<file path="src/rtl/am_pkg.sv">
package am_pkg;
    localparam int NUM_CH       = 4;
    localparam int ADDR_W       = 24;
    localparam int BUS_AW       = 5;
    localparam int BUS_DW       = 8;
    localparam int TGT_BASE     = 16;
    localparam int TGT_STRIDE   = 4;
    localparam int ENA_OFF      = 9;
    localparam int STAT_OFF     = 11;

    function automatic int bytes_for(input int width, input int dw);
        return (width + dw - 1) / dw;
    endfunction

    function automatic int idx_width(input int n);
        return (n > 1) ? $clog2(n) : 1;
    endfunction
endpackage

</file>
<file path="src/rtl/am_chan_cmp.sv">
module am_chan_cmp #(
    parameter int ADDR_W = am_pkg::ADDR_W
) (
    input  logic              clk,
    input  logic              rst,
    input  logic [ADDR_W-1:0] pc,
    input  logic              pc_start,
    input  logic [ADDR_W-1:0] target,
    input  logic              enable,
    output logic              hit
);
    assign hit = enable && pc_start && (pc == target);


    hit_needs_enable_chk: assert property (@(posedge clk) disable iff (rst)
        hit |-> (enable && pc_start));
endmodule

</file>
<file path="src/rtl/am_pick.sv">
module am_pick #(
    parameter int NUM_CH = am_pkg::NUM_CH,
    localparam int IDX_W = am_pkg::idx_width(NUM_CH)
) (
    input  logic              clk,
    input  logic              rst,
    input  logic [NUM_CH-1:0] hits,
    output logic              any,
    output logic [IDX_W-1:0]  idx
);
    always_comb begin
        any = 1'b0;
        idx = '0;
        for (int c = NUM_CH - 1; c >= 0; c--) begin
            if (hits[c]) begin
                any = 1'b1;
                idx = IDX_W'(c);
            end
        end
    end


    lowest_wins_chk: assert property (@(posedge clk) disable iff (rst)
        any |-> (hits[idx] && ((hits & ((NUM_CH'(1) << idx) - NUM_CH'(1))) == '0)));
endmodule

</file>
<file path="src/rtl/am_regs.sv">
module am_regs #(
    parameter int NUM_CH = am_pkg::NUM_CH,
    parameter int ADDR_W = am_pkg::ADDR_W,
    parameter int BUS_AW = am_pkg::BUS_AW,
    parameter int BUS_DW = am_pkg::BUS_DW,
    localparam int NB    = am_pkg::bytes_for(ADDR_W, BUS_DW)
) (
    input  logic                          clk,
    input  logic                          rst,
    input  logic                          bus_wr,
    input  logic [BUS_AW-1:0]             bus_addr,
    input  logic [BUS_DW-1:0]             bus_wdata,
    output logic [BUS_DW-1:0]             bus_rdata,
    input  logic [NUM_CH-1:0]             hits,
    output logic [NUM_CH-1:0][ADDR_W-1:0] targets,
    output logic [NUM_CH-1:0]             enables,
    output logic [NUM_CH-1:0]             status
);
    localparam logic [BUS_AW-1:0] ENA_A  = BUS_AW'(am_pkg::ENA_OFF);
    localparam logic [BUS_AW-1:0] STAT_A = BUS_AW'(am_pkg::STAT_OFF);

    logic [NUM_CH-1:0] clr_mask;

    for (genvar c = 0; c < NUM_CH; c++) begin : g_ch
        for (genvar b = 0; b < NB; b++) begin : g_byte
            localparam int LO = b * BUS_DW;
            localparam int W  = (ADDR_W - LO < BUS_DW) ? (ADDR_W - LO) : BUS_DW;
            localparam logic [BUS_AW-1:0] OFF =
                BUS_AW'(am_pkg::TGT_BASE + c * am_pkg::TGT_STRIDE + b);
            always_ff @(posedge clk) begin
                if (rst)
                    targets[c][LO +: W] <= '0;
                else if (bus_wr && bus_addr == OFF)
                    targets[c][LO +: W] <= bus_wdata[W-1:0];
            end
        end
    end

    always_ff @(posedge clk) begin
        if (rst)
            enables <= '0;
        else if (bus_wr && bus_addr == ENA_A)
            enables <= bus_wdata[NUM_CH-1:0];
    end

    assign clr_mask = (bus_wr && bus_addr == STAT_A) ? bus_wdata[NUM_CH-1:0] : '0;

    always_ff @(posedge clk) begin
        if (rst)
            status <= '0;
        else
            status <= (status & ~clr_mask) | hits;
    end

    always_comb begin
        bus_rdata = '0;
        if (bus_addr == ENA_A)
            bus_rdata[NUM_CH-1:0] = enables;
        else if (bus_addr == STAT_A)
            bus_rdata[NUM_CH-1:0] = status;
        for (int c = 0; c < NUM_CH; c++) begin
            for (int b = 0; b < NB; b++) begin
                if (bus_addr == BUS_AW'(am_pkg::TGT_BASE + c * am_pkg::TGT_STRIDE + b))
                    bus_rdata = BUS_DW'(targets[c] >> (b * BUS_DW));
            end
        end
    end


    status_sticky_chk: assert property (@(posedge clk) disable iff (rst)
        (($past(status) & ~$past(clr_mask) & ~status) == '0));


    ena_upper_zero_chk: assert property (@(posedge clk) disable iff (rst)
        (bus_addr == ENA_A) |-> (bus_rdata[BUS_DW-1:NUM_CH] == '0));
endmodule

</file>
<file path="src/rtl/pc_match_irq.sv">
module pc_match_irq #(
    parameter int NUM_CH = am_pkg::NUM_CH,
    parameter int ADDR_W = am_pkg::ADDR_W,
    parameter int BUS_AW = am_pkg::BUS_AW,
    parameter int BUS_DW = am_pkg::BUS_DW,
    localparam int IDX_W = am_pkg::idx_width(NUM_CH)
) (
    input  logic              clk,
    input  logic              rst,
    input  logic              bus_wr,
    input  logic [BUS_AW-1:0] bus_addr,
    input  logic [BUS_DW-1:0] bus_wdata,
    output logic [BUS_DW-1:0] bus_rdata,
    input  logic [ADDR_W-1:0] pc,
    input  logic              pc_start,
    output logic              irq_req,
    output logic [IDX_W-1:0]  irq_chan,
    output logic [NUM_CH-1:0] hit_status
);
    logic [NUM_CH-1:0][ADDR_W-1:0] targets;
    logic [NUM_CH-1:0]             enables;
    logic [NUM_CH-1:0]             hits;
    logic                          pick_any;
    logic [IDX_W-1:0]              pick_idx;

    am_regs #(.NUM_CH(NUM_CH), .ADDR_W(ADDR_W), .BUS_AW(BUS_AW), .BUS_DW(BUS_DW)) u_regs (
        .clk(clk), .rst(rst), .bus_wr(bus_wr), .bus_addr(bus_addr),
        .bus_wdata(bus_wdata), .bus_rdata(bus_rdata), .hits(hits),
        .targets(targets), .enables(enables), .status(hit_status)
    );

    for (genvar c = 0; c < NUM_CH; c++) begin : g_cmp
        am_chan_cmp #(.ADDR_W(ADDR_W)) u_cmp (
            .clk(clk), .rst(rst), .pc(pc), .pc_start(pc_start),
            .target(targets[c]), .enable(enables[c]), .hit(hits[c])
        );
    end

    am_pick #(.NUM_CH(NUM_CH)) u_pick (
        .clk(clk), .rst(rst), .hits(hits), .any(pick_any), .idx(pick_idx)
    );

    always_ff @(posedge clk) begin
        if (rst) begin
            irq_req  <= 1'b0;
            irq_chan <= '0;
        end else begin
            irq_req  <= pick_any;
            irq_chan <= pick_any ? pick_idx : irq_chan;
        end
    end


    req_after_strobe_chk: assert property (@(posedge clk) disable iff (rst)
        irq_req |-> $past(pc_start));


    req_sets_status_chk: assert property (@(posedge clk) disable iff (rst)
        irq_req |-> hit_status[irq_chan]);
endmodule

</file>
<file path="config.mk">
export PLATFORM = sky130hd
export DESIGN_NAME = pc_match_irq
export DESIGN_NICKNAME = d
export VERILOG_FILES = /design/src/rtl/am_pkg.sv /design/src/rtl/am_chan_cmp.sv /design/src/rtl/am_pick.sv /design/src/rtl/am_regs.sv /design/src/rtl/pc_match_irq.sv
export SDC_FILE = /design/constraint.sdc
export NUM_CORES = 1
export LEC_CHECK = 0
export ABC_AREA = 1
export BUFFER_PORTS_ARGS = -buffer_cell sky130_fd_sc_hd__buf_2
export CORE_MARGIN = 4
export CORE_UTILIZATION = 25
export CTS_BUF_LIST = sky130_fd_sc_hd__clkbuf_8
export CTS_CLUSTER_SIZE = 12
export DETAILED_ROUTE_END_ITERATION = 7
export PLACE_DENSITY = 0.52
export REMOVE_ABC_BUFFERS = 1
export SLEW_MARGIN = 20
export SYNTH_ARGS = -nofsm -noshare
export SYNTH_HDL_FRONTEND = slang
export SYNTH_SLANG_ARGS = --single-unit
export TNS_END_PERCENT = 30
</file>
<file path="constraint.sdc">
create_clock -name clk -period 1.3 [get_ports clk]
set_input_delay 0.195 -clock clk [delete_from_list [all_inputs] [get_ports clk]]
set_output_delay 0.195 -clock clk [all_outputs]
set_load 0.005 [all_outputs]
</file>
# After elaboration in Yosys (flattened, before gate mapping)
# Index checks and enable logic that the tools add are counted.
# word_totals
word_cells,82
register_bits,107
input_bits,41
output_inout_bits,15
# classes
n_eq_ne,18
bitwise,3
n_mux,23
n_reduce_logical,22
# ops
op,count
== test 24 bit,4
two-way mux 8 bit,12
== test 5 bit (second input constant),12
logical AND 1 bit,22
two-way mux 4 bit,3
== test 5 x 4 -> 1 bit (second input constant),2
two-way mux 2 bit,4
AND 4 bit,1
two-way mux 1 bit,4
inverter 4 bit,1
OR 4 bit,1

# Depth between registers and ports, before layout
# depth
ltp_word,15
depth_mapped,13
ltp_nobuf,12

# By module
# From an unflattened synthesis, not the netlist that was laid out.
# hier_totals
hier_cells,1188
area_unflattened_um2,7073.0
# by_module_without_submodules
mod,seq_area_each_um2,cells_each,area_each_um2,instances
am_regs,2082.0,644,4885.9,1
am_chan_cmp,0.0,130,510.5,4
pc_match_irq,60.1,16,108.9,1
am_pick,0.0,8,36.3,1

# Least setup slack after synthesis
# Ideal clock, no wire load.
# synth_timing
path_kind,input -> output
start,input port bus_addr[3]
end,output port bus_rdata[6]
n_path_buf,0
t_arrival_ns,1.182
required_time_ns,1.105
cell_stages,11
setup_slack_ns,-0.077
cell_sequence,nor2_2 nand2_2 inv_1 nand2_1 o211ai_1 nor2_1 nand4_1 nand2_1 nand3_1 nand2_1 nand2_1
# synth_between
elab_chain_len,13
word_cells_on_any_way,24
classes_between,12 x eq/ne; 12 x mux
# synth_lines
item,line,source
from (decl),pc_match_irq.sv:11,"input logic [BUS_AW-1:0] bus_addr,"
== test 5 bit,am_regs.sv:63,if (bus_addr == BUS_AW'(am_pkg::TGT_BASE + c * am_pkg::TGT_STRIDE + b))
two-way mux 8 bit (11 in a row),am_regs.sv:63,
two-way mux 8 bit (*),am_regs.sv:63,
to (decl),pc_match_irq.sv:13,"output logic [BUS_DW-1:0] bus_rdata,"
# Mark *: on every way between the ends. The rest lies on a longest branch, timed or not.

# Worst setup path after layout
# layout_timing
start,register u_regs.targets[3] (netlist name)
end,output port bus_rdata[3]
# layout_between
elab_chain_len,12
# layout_lines
item,line
two-way mux 8 bit (12 in a row),am_regs.sv:63
# Every way passes these cells.

==> results.md <==
- Crit Path Class: reg -> out
- Layout cells sized above 1: ~38%
- Largest net degree at the start of global routing: 31
- Worst EP arrival: approximately 1.8 ns
- Number of flops mapped to enable cells by yosys: 0
- R2r setup slk: -0.50 ns
- Initial antenna violation count: 0
- Buffers on Ports: 55
- Final Cell Area: 10200 sq um
- Worst IR Drop VDD: 0.000622 V
- Post-Place Cells: 1678
- Starting Density: roughly 26%
- Post-DP Area: around 9400 sq um
- Ant diodes: 0
- Period minus WS final: 1.95 ns
- Final worst slack: -0.648 ns
- Crit-path max FO: 2
- Util after Layout: slightly below 40%
- Final RePlAce weighted congestion: approximately 0.98
- CP Cell Sequence: nand4_1 -> nand3_2 -> nor2_2 -> nand4_1 -> nand2_1 -> nand4_1 -> nor2_2 -> nand3_1 -> buf_2
- Max clock buf depth: 2
- CP most frequent cell: nand4_1
- Overall routing resource usage: 21.5%
- PnR Total Power: 6.89 mW
- Crit-path max cell delay: 0.37 ns
- CP max-delay cell: dfxtp_4
- CTS hold repair buffers: 0
- Failing checks: negative setup slack
- Setup crit start kind: flip-flop
- Initial drt markers: around 770
- CP endpoint kind: primary output
- Final setup viols: 16
- Worst Tran Pin Value: 0.478 ns
- Vias/cell: 4.75
- Post-synth top area share: 31.8%
- Outcome: finished, violations left
- Clock Pin Slew Worst Setup and Hold Paths: 0.13 ns
- Fin nets: 1414
- Clock sink total: around 110
- Min-delay worst type: in -> reg
- Distinct cells, synth: 34
- Total grt overflow: 0
- Die height: between 150 and 200 um
- DP HPWL: 26400 um
- Non-Filler Instances: 1713
- Ys flop type: dfxtp_1
- Synth cell count leaders: nand2_1, nor2_1, inv_1, dfxtp_1, a211oi_1
- Dominant cell type by area after synthesis: dfxtp_1
- Routed len/inst: 18.8 um
- Relative slew slack: between 60% and 70%
- Leak: ~4.4 nW
- Max Cap Viol: 0
- Post-route clock period utilization: 150%
- Synth top area cells: dfxtp_1, nand2_1, nor2_1
- Max Clock Skew: 0.0104 ns
- Drt pass-1 iters: 5
- Top-count cell post-synth: nand2_1
- Post-synthesis async set-or-reset flop share: 0%
- Total core area: 26300 sq um
- Cell Pwr Density: 673 nW/um^2
- Clock latency at the later pin of the worst-skew pair: 0.41 ns
- CP bufs+invs: 1
- # rows: ~60
- Die area: 29700 sq um
- CTS tree: done
- Syn. warnings: 0
- Mapped Area: 6750 sq um
- Delay-heaviest family, CP: simple AND/OR/NAND/NOR gates
- First-pass GRT wire length: approximately 47000 um
- Synth-to-Final Area Change: 51.7%
- Synth Register Bits: 107
- Post-synthesis cell count: approximately 1100
- Required @ worst endpoint: 1.11 ns
- Slew Limit Fails: 0
- RSZ-0062 raised after global routing: true
- Number of global-route vias before repair: 7682
- Sequential share of the synthesized area: 31.8%
- DR DRC count: 0
- Max frequency: 513 MHz
- Post-synthesis area per instance: between 6 and 7 sq um
- CTS buffer count: 9
- Number of hold violations in the final report: 0
- Routed WL: between 30000 and 40000 um
- Root Buffer: clkbuf_8
- Post-route ant nets: 0
- Via Count: between 8000 and 9000
- Die width: 172 um
- Io pins: 56
- H-tree depth: 3
state kept, by name, indices dropped and copies added, names as in the netlist:
register and flops:
u_regs.status 4, irq_chan 2, u_regs.targets 96, irq_req 1, u_regs.enables 4
worst paths after layout:
| kind | start | end | depth (start not counted) |
|---|---|---|---|
| worst max-delay path | u_regs.targets[3] | bus_rdata[3] | 9 |
| worst min-delay path | bus_wr | u_regs.targets[22] | 3 |
| worst max register to register | u_regs.targets[3] | irq_chan[0] | 14 |
| worst min register to register | u_regs.targets[4] | u_regs.targets[4] | 2 |
per-stage QoR:
stage	setup WS, ns	hold WS (ns)	TNS, ns
floorplan	-0.383	0.264	-8.13
global placement	-0.656	0.471	-30.30
detailed placement	-0.641	0.480	-32.45
CTS	-0.671	0.0810	-6.88
global route	-0.780	0.0956	-9.15
finish	-0.648	0.0897	-7.18
tightest hold or removal path: stages:
cell and delay (ns):
buf_2 0.13, nand3_1 0.08, a21oi_1 0.06
placed cells by master, fill, tap and decap left out, drive strengths merged:
cell type / netlist / layout
clkinv: 0 / 3
o21ai: 21 / 21
o211ai: 1 / 1
xor2: 6 / 6
or2: 10 / 10
buf: 14 / 339
o22ai: 7 / 7
and3: 3 / 3
a21oi: 38 / 38
nor4: 4 / 4
nand4: 49 / 49
nand3: 52 / 52
dfxtp: 107 / 107
nor3b: 2 / 2
nand3b: 4 / 4
o2111ai: 3 / 3
inv: 125 / 129
o221ai: 1 / 1
nor3: 29 / 29
xnor2: 27 / 27
nand2: 257 / 257
nor2: 196 / 196
a211oi: 80 / 80
clkbuf: 26 / 10
what timing repair did:
| action | in CTS | in global routing |
|---|---|---|
| setup buffers | 10 | 9 |
| resized for setup | 65 | 97 |
| pin swaps | 25 | 59 |
| endpoints found under the setup margin | 29 | 59 |
cells by family (layout without fill, tap and decap cells):
logic type / count (synthesis) / after routing / share of synthesized area (%)
buffers and inverters: 165 / 481 / 9.48
xor gates and xnor gates: 33 / 33 / 4.28
AOI/OAI and AO/OA: 151 / 151 / 14.8
DFF: 107 / 107 / 31.8
and+or+nand+nor: 606 / 606 / 39.7
final cells by class:
class                           instances  area, sq um
Fill cell                            2858        16000
Multi-Input combinational cell        790         4330
Clock inverter                          7         68.8
Timing Repair Buffer                  340         2620
Clock buffer                            9          124
Inverter                              125          474
Tap cell                              335          419
Sequential cell                       107         2200
layer usage:
metal  vias up  part of all wire [%]  track usage [%]
met5         -                     0                0
met4         0                   2.5             7.18
met3        45                   5.6             3.04
met2       248                    45             34.0
met1      3721                    47             30.3
li1       4124                     -                -
where the power goes:
part	switching [mW]	internal, mW	total (mW)
Sequential	0.0326	3.30	3.33
Clock	1.39	0.750	2.14
Combinational	0.837	0.575	1.41
Power figures use the tool's default switching activity.
